## src/rtl/canmh_pkg.sv

```systemverilog
package canmh_pkg;

    typedef enum logic [2:0] {
        ST_NORMAL   = 3'd0,
        ST_WAIT_FRZ = 3'd1,
        ST_WAIT_SLP = 3'd2,
        ST_FREEZE   = 3'd3,
        ST_SLEEP    = 3'd4,
        ST_EXIT_FRZ = 3'd5,
        ST_EXIT_SLP = 3'd6
    } mode_state_t;

endpackage

```

## src/rtl/canmh_req_arb.sv

```systemverilog
// Resolves simultaneous mode requests: freeze outranks sleep.
module canmh_req_arb (
    input  logic slp_req,
    input  logic frz_req,
    output logic want_frz,
    output logic want_slp
);
    always_comb begin
        want_frz = frz_req;
        want_slp = slp_req & ~frz_req;
    end
endmodule

```

## src/rtl/canmh_idle_run.sv

```systemverilog
// Counts consecutive recessive bit samples while enabled.
module canmh_idle_run #(
    parameter int IDLE_BITS = 11
) (
    input  logic clk,
    input  logic rst_n,
    input  logic enable,
    input  logic bit_strobe,
    input  logic rx_bit,
    output logic run_done
);
    localparam int CNT_W = $clog2(IDLE_BITS + 1);
    localparam logic [CNT_W-1:0] TARGET = CNT_W'(IDLE_BITS);

    logic [CNT_W-1:0] run_cnt;

    always_ff @(posedge clk or negedge rst_n) begin
        if (!rst_n) begin
            run_cnt <= '0;
        end else if (!enable) begin
            run_cnt <= '0;
        end else if (bit_strobe) begin
            if (!rx_bit)
                run_cnt <= '0;
            else if (run_cnt != TARGET)
                run_cnt <= run_cnt + 1'b1;
        end
    end

    assign run_done = enable && (run_cnt == TARGET);
endmodule

```

## src/rtl/canmh_mode_ctrl.sv

```systemverilog
module canmh_mode_ctrl #(
    parameter int IDLE_BITS       = 11,
    parameter bit RESET_IN_FREEZE = 1'b1
) (
    input  logic clk,
    input  logic rst_n,
    input  logic slp_req,
    input  logic frz_req,
    input  logic bus_busy,
    input  logic rx_bit,
    input  logic bit_strobe,
    output logic slp_ack,
    output logic frz_ack
);
    import canmh_pkg::*;

    localparam mode_state_t RESET_STATE = RESET_IN_FREEZE ? ST_WAIT_FRZ : ST_NORMAL;

    mode_state_t state_q, state_d;
    logic want_frz, want_slp;
    logic count_en, run_done;

    canmh_req_arb u_arb (
        .slp_req  (slp_req),
        .frz_req  (frz_req),
        .want_frz (want_frz),
        .want_slp (want_slp)
    );

    assign count_en = (state_q == ST_EXIT_FRZ) || (state_q == ST_EXIT_SLP);

    canmh_idle_run #(.IDLE_BITS(IDLE_BITS)) u_run (
        .clk        (clk),
        .rst_n      (rst_n),
        .enable     (count_en),
        .bit_strobe (bit_strobe),
        .rx_bit     (rx_bit),
        .run_done   (run_done)
    );

    always_ff @(posedge clk or negedge rst_n) begin
        if (!rst_n) state_q <= RESET_STATE;
        else        state_q <= state_d;
    end

    always_comb begin
        state_d = state_q;
        unique case (state_q)
            ST_NORMAL: begin
                if (want_frz)      state_d = ST_WAIT_FRZ;
                else if (want_slp) state_d = ST_WAIT_SLP;
            end
            ST_WAIT_FRZ: begin
                if (!want_frz)     state_d = ST_NORMAL;
                else if (!bus_busy) state_d = ST_FREEZE;
            end
            ST_WAIT_SLP: begin
                if (want_frz)      state_d = ST_WAIT_FRZ;
                else if (!want_slp) state_d = ST_NORMAL;
                else if (!bus_busy) state_d = ST_SLEEP;
            end
            ST_FREEZE: begin
                if (!want_frz)     state_d = ST_EXIT_FRZ;
            end
            ST_SLEEP: begin
                if (want_frz)      state_d = ST_FREEZE;
                else if (!want_slp) state_d = ST_EXIT_SLP;
            end
            ST_EXIT_FRZ: begin
                if (want_frz)      state_d = ST_FREEZE;
                else if (run_done) state_d = ST_NORMAL;
            end
            ST_EXIT_SLP: begin
                if (want_frz)      state_d = ST_FREEZE;
                else if (want_slp) state_d = ST_SLEEP;
                else if (run_done) state_d = ST_NORMAL;
            end
            default:               state_d = ST_NORMAL;
        endcase
    end

    always_comb begin
        slp_ack = 1'b0;
        frz_ack = 1'b0;
        unique case (state_q)
            ST_FREEZE, ST_EXIT_FRZ: frz_ack = 1'b1;
            ST_SLEEP,  ST_EXIT_SLP: slp_ack = 1'b1;
            default: ;
        endcase
    end
endmodule

```

## config.mk

```make
export PLATFORM = sky130hd
export DESIGN_NAME = canmh_mode_ctrl
export DESIGN_NICKNAME = d
export VERILOG_FILES = /design/src/rtl/canmh_pkg.sv /design/src/rtl/canmh_req_arb.sv /design/src/rtl/canmh_idle_run.sv /design/src/rtl/canmh_mode_ctrl.sv
export SDC_FILE = /design/constraint.sdc
export NUM_CORES = 1
export LEC_CHECK = 0
export BUFFER_PORTS_ARGS = -buffer_cell sky130_fd_sc_hd__buf_4
export CORE_AREA = 2 2 39 41
export DETAILED_ROUTE_END_ITERATION = 16
export DIE_AREA = 0 0 41 43
export PLACE_DENSITY = 0.66
export RECOVER_POWER = 25
export SYNTH_ARGS = -nofsm -noshare
export SYNTH_HDL_FRONTEND = slang
export SYNTH_SLANG_ARGS = --single-unit
```

## constraint.sdc

```tcl
create_clock -name clk -period 1.55 [get_ports clk]
set_input_delay 0 -clock clk [delete_from_list [all_inputs] [get_ports clk]]
set_output_delay 0 -clock clk [all_outputs]
set_load 0.005 [all_outputs]
```

==> After elaboration in Yosys (flattened, before gate mapping) <==
Index checks and enable logic that the tools add are counted.
{ "classes": {"n_addsub": 1, "eq_ne": 15, "muxes": 21, "bitwise": 2, "n_reduce_logical": 7} }
{ "ops": {"columns": ["op", "n"], "rows": [
  ["3-bit 2-to-1 mux", 14],
  ["3-bit one-hot mux with 7 select lines", 1],
  ["4-bit 2-to-1 mux", 4],
  ["3-bit != test (second input constant)", 4],
  ["3-bit == test (second input constant)", 3],
  ["4-bit != test (second input constant)", 2],
  ["3-bit by 2-bit == test with 1-bit output (second input constant)", 2],
  ["5-bit AND reduction", 1],
  ["4-bit by 1-bit adder with 4-bit output (second input constant)", 1],
  ["4-bit == test (second input constant)", 1],
  ["2-bit != test (second input constant)", 2],
  ["2-bit OR reduction", 2],
  ["3-bit by 1-bit == test with 1-bit output (second input constant)", 1],
  ["3-bit logical NOT", 1],
  ["1-bit 2-to-1 mux", 2],
  ["2-bit AND reduction", 1],
  ["1-bit bitwise AND", 1],
  ["1-bit logical AND", 1],
  ["1-bit logical OR", 1],
  ["1-bit NOT", 1]
]} }
{ "totals": {"regBits": 7, "input_bits": 7} }

==> Longest topological paths before layout <==
{ "depth": {"word_depth": 7, "mapped_depth": 5, "ltp_nobuf": 5} }

==> By module <==
Synthesis repeated with hierarchy kept, for this count alone.
{ "unflattened": {"hier_cells": 67, "area_unflattened_um2": 589.3} }
{ "modules_own_cells": {"columns": ["mod", "n_inst", "cells_each", "area_each_um2"], "rows": [
  ["canmh_mode_ctrl", 1, 38, 317.8],
  ["canmh_idle_run", 1, 27, 250.2],
  ["canmh_req_arb", 1, 2, 21.3]
]} }

==> Worst setup path before layout <==
OpenSTA, ideal clock, no wires.
{ "synth_path": {"kind": "reg-to-reg", "startpoint": "reg state_q[0]", "endpoint": "reg state_q[1]", "setup_time_ns": 0.125, "t_arrival_ns": 1.147, "required_time_ns": 1.425, "slack_ns": 0.278, "path_stages_with_launch": 5, "n_path_buf": 0, "path_cell_list": "dfstp_2 -> and2b_4 -> a21oi_1 -> a21oi_1 -> mux2_2"} }
{ "synth_between": {"elab_chain_len": 7, "word_cells_on_any_way": 20, "classes_between": "11 x eq/ne; 5 x mux; 4 x reduce/logical"} }
{ "synth_rtl": {"columns": ["item", "line", "text"], "rows": [
  ["start, declared", "canmh_mode_ctrl.sv:19", "mode_state_t state_q, state_d;"],
  ["start signal, assigned", "canmh_mode_ctrl.sv:43", "else state_q <= state_d;"],
  ["3-bit == test", "canmh_mode_ctrl.sv:30, canmh_mode_ctrl.sv:48", null],
  ["1-bit logical OR", "canmh_mode_ctrl.sv:30", "assign count_en = (state_q == ST_EXIT_FRZ) || (state_q == ST_EXIT_SLP);"],
  ["1-bit logical AND", "canmh_idle_run.sv:30", "assign run_done = enable && (run_cnt == TARGET);"],
  ["3-bit 2-to-1 mux (3 in series)", null, null],
  ["3-bit one-hot mux with 7 select lines", "canmh_mode_ctrl.sv:48", "unique case (state_q)"]
]} }
Parallel ways exist; a longest one is shown, timed or not.
A chain may end at the register's enable or synchronous reset.

==> Worst setup path in the final report <==
Same ends and word-level chain as after synthesis.

==> run_results.csv <==
group,metric,value,unit
outcome,status,"finished clean",
power_and_ir_drop,p_switching,302,uW
logic_synthesis,ys_types,33,
min_path,worstHoldPathCells,3,
critical_path,cp_slowest_cell,"dfstp_2",
power_and_ir_drop,p_clk_frac,0.199,
sta,finalClockSkew,0.00841,ns
detailed_routing,drc_errors,0,
sta,max_freq,691,MHz
floorplanning,coreArea,0.00138,mm2
clock_network,cts-buffers-inserted,3,
critical_path,worst-path-max-fanout,10,
logic_synthesis,synth-edff-count,0,
clock_network,tritoncts,"yes",
min_path,timing.hold.worst_endpoint,"u_run.run_cnt[1]",
layout,layout-drive-gt1-share,0.289,
critical_path,timing.rr.end,"state_q[1]",
detailed_routing,routed_wl,1030,um
clock_network,clock_sinks,7,
floorplanning,fp.dieH,43,um
critical_path,reg2reg_depth,4,
critical_path,arrival,1.59,ns
detailed_routing,dr_total_vias,484,
floorplanning,ios,9,
sta,slew_violations,0,
layout,diodes,0,
power_and_ir_drop,p_leak,0.000329,uW
sta,hold_ws,0.0402,ns
logic_synthesis,syn-num-nets,71,
min_path,hold_path_class,"primary input to register",
clock_network,clock_latency,0.26,ns
critical_path,worst-r2r-setup-slack,0.10,ns
grt,grt_overflow,0,
layout,nNetsFinal,85,
power_and_ir_drop,pwr-share-comb,0.456,
clock_network,clock_path_buffers,2,
logic_synthesis,yosys_warnings,0,
layout,fin_util,0.478,
sta,tightest_slew,0.376,ns
power_and_ir_drop,totalPowerFinal,833,uW
job,max_cap_viol_count,0,
sta,finalCritPeriodShare,0.934,
power_and_ir_drop,p_seq_frac,0.345,
min_path,min-delay-start,"rx_bit",
sta,layout_min_cycle_time,1.45,ns
detailed_routing,drt_pass1_iterations,4,
logic_synthesis,ys.flop_type,"dfrtp_1",
detailed_routing,antenna_left,0,
power_and_ir_drop,powerDensity,1260,mW/mm2
floorplanning,die_w,41,um
clock_network,cts-root-buf,"clkbuf_4",
logic_synthesis,synth_top_area_share,0.269,
sta,rsz0062_at_grt,"false",
logic_synthesis,syn_inst,63,
power_and_ir_drop,peakVddDrop,0.742,mV
sta,setup_violations,0,
logic_synthesis,synth.cell_area,558,um2
logic_synthesis,syn_area_per_cell,8.86,um2
power_and_ir_drop,power.internal,531,uW
layout,layout-area-overhead-vs-synth,18.6,%
grt,grt.total_usage,0.151,
critical_path,r2r-start,"state_q[0]",
clock_network,cts_resized,0,
placement,place_congestion,0.728,
clock_network,htree_levels,1,
critical_path,worstSetupPathType,"register to register",
critical_path,cp_cell_sequence,"and2b_4 -> a21oi_1 -> a21oi_1 -> mux2_2",
logic_synthesis,yosys.area.top_type,"dfrtp_1",
detailed_routing,wl_per_cell,11.2,um
detailed_routing,first_iter_violations,7,
logic_synthesis,yosys-top-cells-count,"9 x nor2_1, 6 x dfrtp_1, 5 x a21oi_1",
critical_path,cp-start-kind,"register",
critical_path,endpoint_kind,"register",
layout,fillCellCount,140,
clock_network,path_clk_slew,0.05,ns
floorplanning,rows,14,
logic_synthesis,synth-seq-area-share,0.316,
placement,port_buffers,8,
critical_path,crit_buf_inv,0,
sta,tns,0,ns
sta,timing.slew.headroom,0.749,
logic_synthesis,async_flop_share,1.00,
placement,hpwl,783,um
critical_path,max_stage_delay,0.62,ns
floorplanning,dieArea,0.00176,mm2
detailed_routing,via_per_inst,5.26,
sta,hold_viol_final,0,
critical_path,crit_required,1.69,ns
layout,stdcell_count,92,
power_and_ir_drop,p_sw_frac,0.363,
clock_network,post-cts-setup-buffers,0,
critical_path,timing.critical_path.mode_cell,"a21oi_1",
grt,grt_pass1_vias,465,
grt,grt_pass1_wl,1740,um
grt,grt_max_degree,11,
logic_synthesis,ys_ff_latch,7,
critical_path,crit_family,"flip-flops",
logic_synthesis,synthTopCellsByArea,"dfrtp_1 27%, nor2_1 6.1%, buf_6 6.1%",
grt,antenna_found_initial,0,
placement,post-place-cells,86,
floorplanning,initial_core_util,0.403,
logic_synthesis,synth.most_common_cell,"nor2_1",
[final cells by class]
cell class	count	area [um2]	area share
multi-input combinational	49	329	0.497
sequential	7	176	0.267
timing repair buffer	13	98.8	0.149
clock buffer	4	26.3	0.0397
tap	16	20.0	0.0302
inverter	3	11.3	0.0170
[metal layers]
| layer | up-vias | track usage | share of wire |
|---|---|---|---|
| met4 | 0 | 0.120 | 0.037 |
| met5 | - | 0 | 0 |
| li1 | 250 | - | - |
| met3 | 5 | 0.0314 | 0.029 |
| met2 | 9 | 0.256 | 0.50 |
| met1 | 220 | 0.142 | 0.43 |
[power groups by stage]
stage,combinational [uW],sequential (uW),clock (uW)
4_1_cts,382,287,168
3_3_place_gp,369,288,0
2_1_floorplan,332,253,0
6_report,379,288,166
3_5_place_dp,374,290,0
5_1_grt,422,298,186
[stage by stage]
| stage | area, um2 | setup slack, ns |
|---|---|---|
| after detailed placement | 619 | 0.164 |
| after CTS | 666 | 0.122 |
| after floorplan | 558 | 0.278 |
| after global placement | 619 | 0.186 |
| after global routing | 662 | 0.00834 |
| final | 662 | 0.103 |
[cell families (layout without fill, tap and decap cells)]
kind of cell | Yosys count | in the layout | share of synthesized area
compound gates | 20 | 20 | 0.233
xor+xnor | 2 | 2 | 0.0314
fa+ha+maj | 1 | 1 | 0.0224
buf+inv | 7 | 20 | 0.0942
flops | 7 | 7 | 0.316
mux | 1 | 1 | 0.0202
simple gates | 25 | 25 | 0.283
[flip-flops by register name (all words and copies together), names as in the netlist]
signal and cells:
state_q 3, u_run.run_cnt 4
[worst min-delay path, delay by kind of cell]
| family | cells | cell delay (ns) |
|---|---|---|
| buf+inv | 1 | 0.12 |
| compound gates | 2 | 0.14 |
[how the worst max path moves through the flow]
stage	from	to	slack [ns]	cells past startpoint
after CTS	state_q[0]	state_q[1]	0.12	4
after global routing	state_q[0]	state_q[1]	0.008	4
after floorplan	state_q[0]	state_q[1]	0.28	4
after global placement	state_q[0]	state_q[1]	0.19	4
final	state_q[0]	state_q[1]	0.10	4
after detailed placement	state_q[0]	state_q[1]	0.16	4
[layout by cell type (no fill, tap or decap), drive strengths merged, types with 2 or more instances in the layout]
master	n
buf	10
nor2	9
a21oi	7
dfrtp	6
o21ai	5
clkbuf	5
inv	3
and3	3
xor2	2
nand2b	2
nand2	2
a22oi	2
dlygate4sd3	2
[repair_timing]
item / 4_1_cts / 5_1_grt
endpoints found under the hold margin: 8 / 0
setup endpoints to repair: 0 / 0
hold buffers: 2 / 0
(Power assumes the default switching activity.)
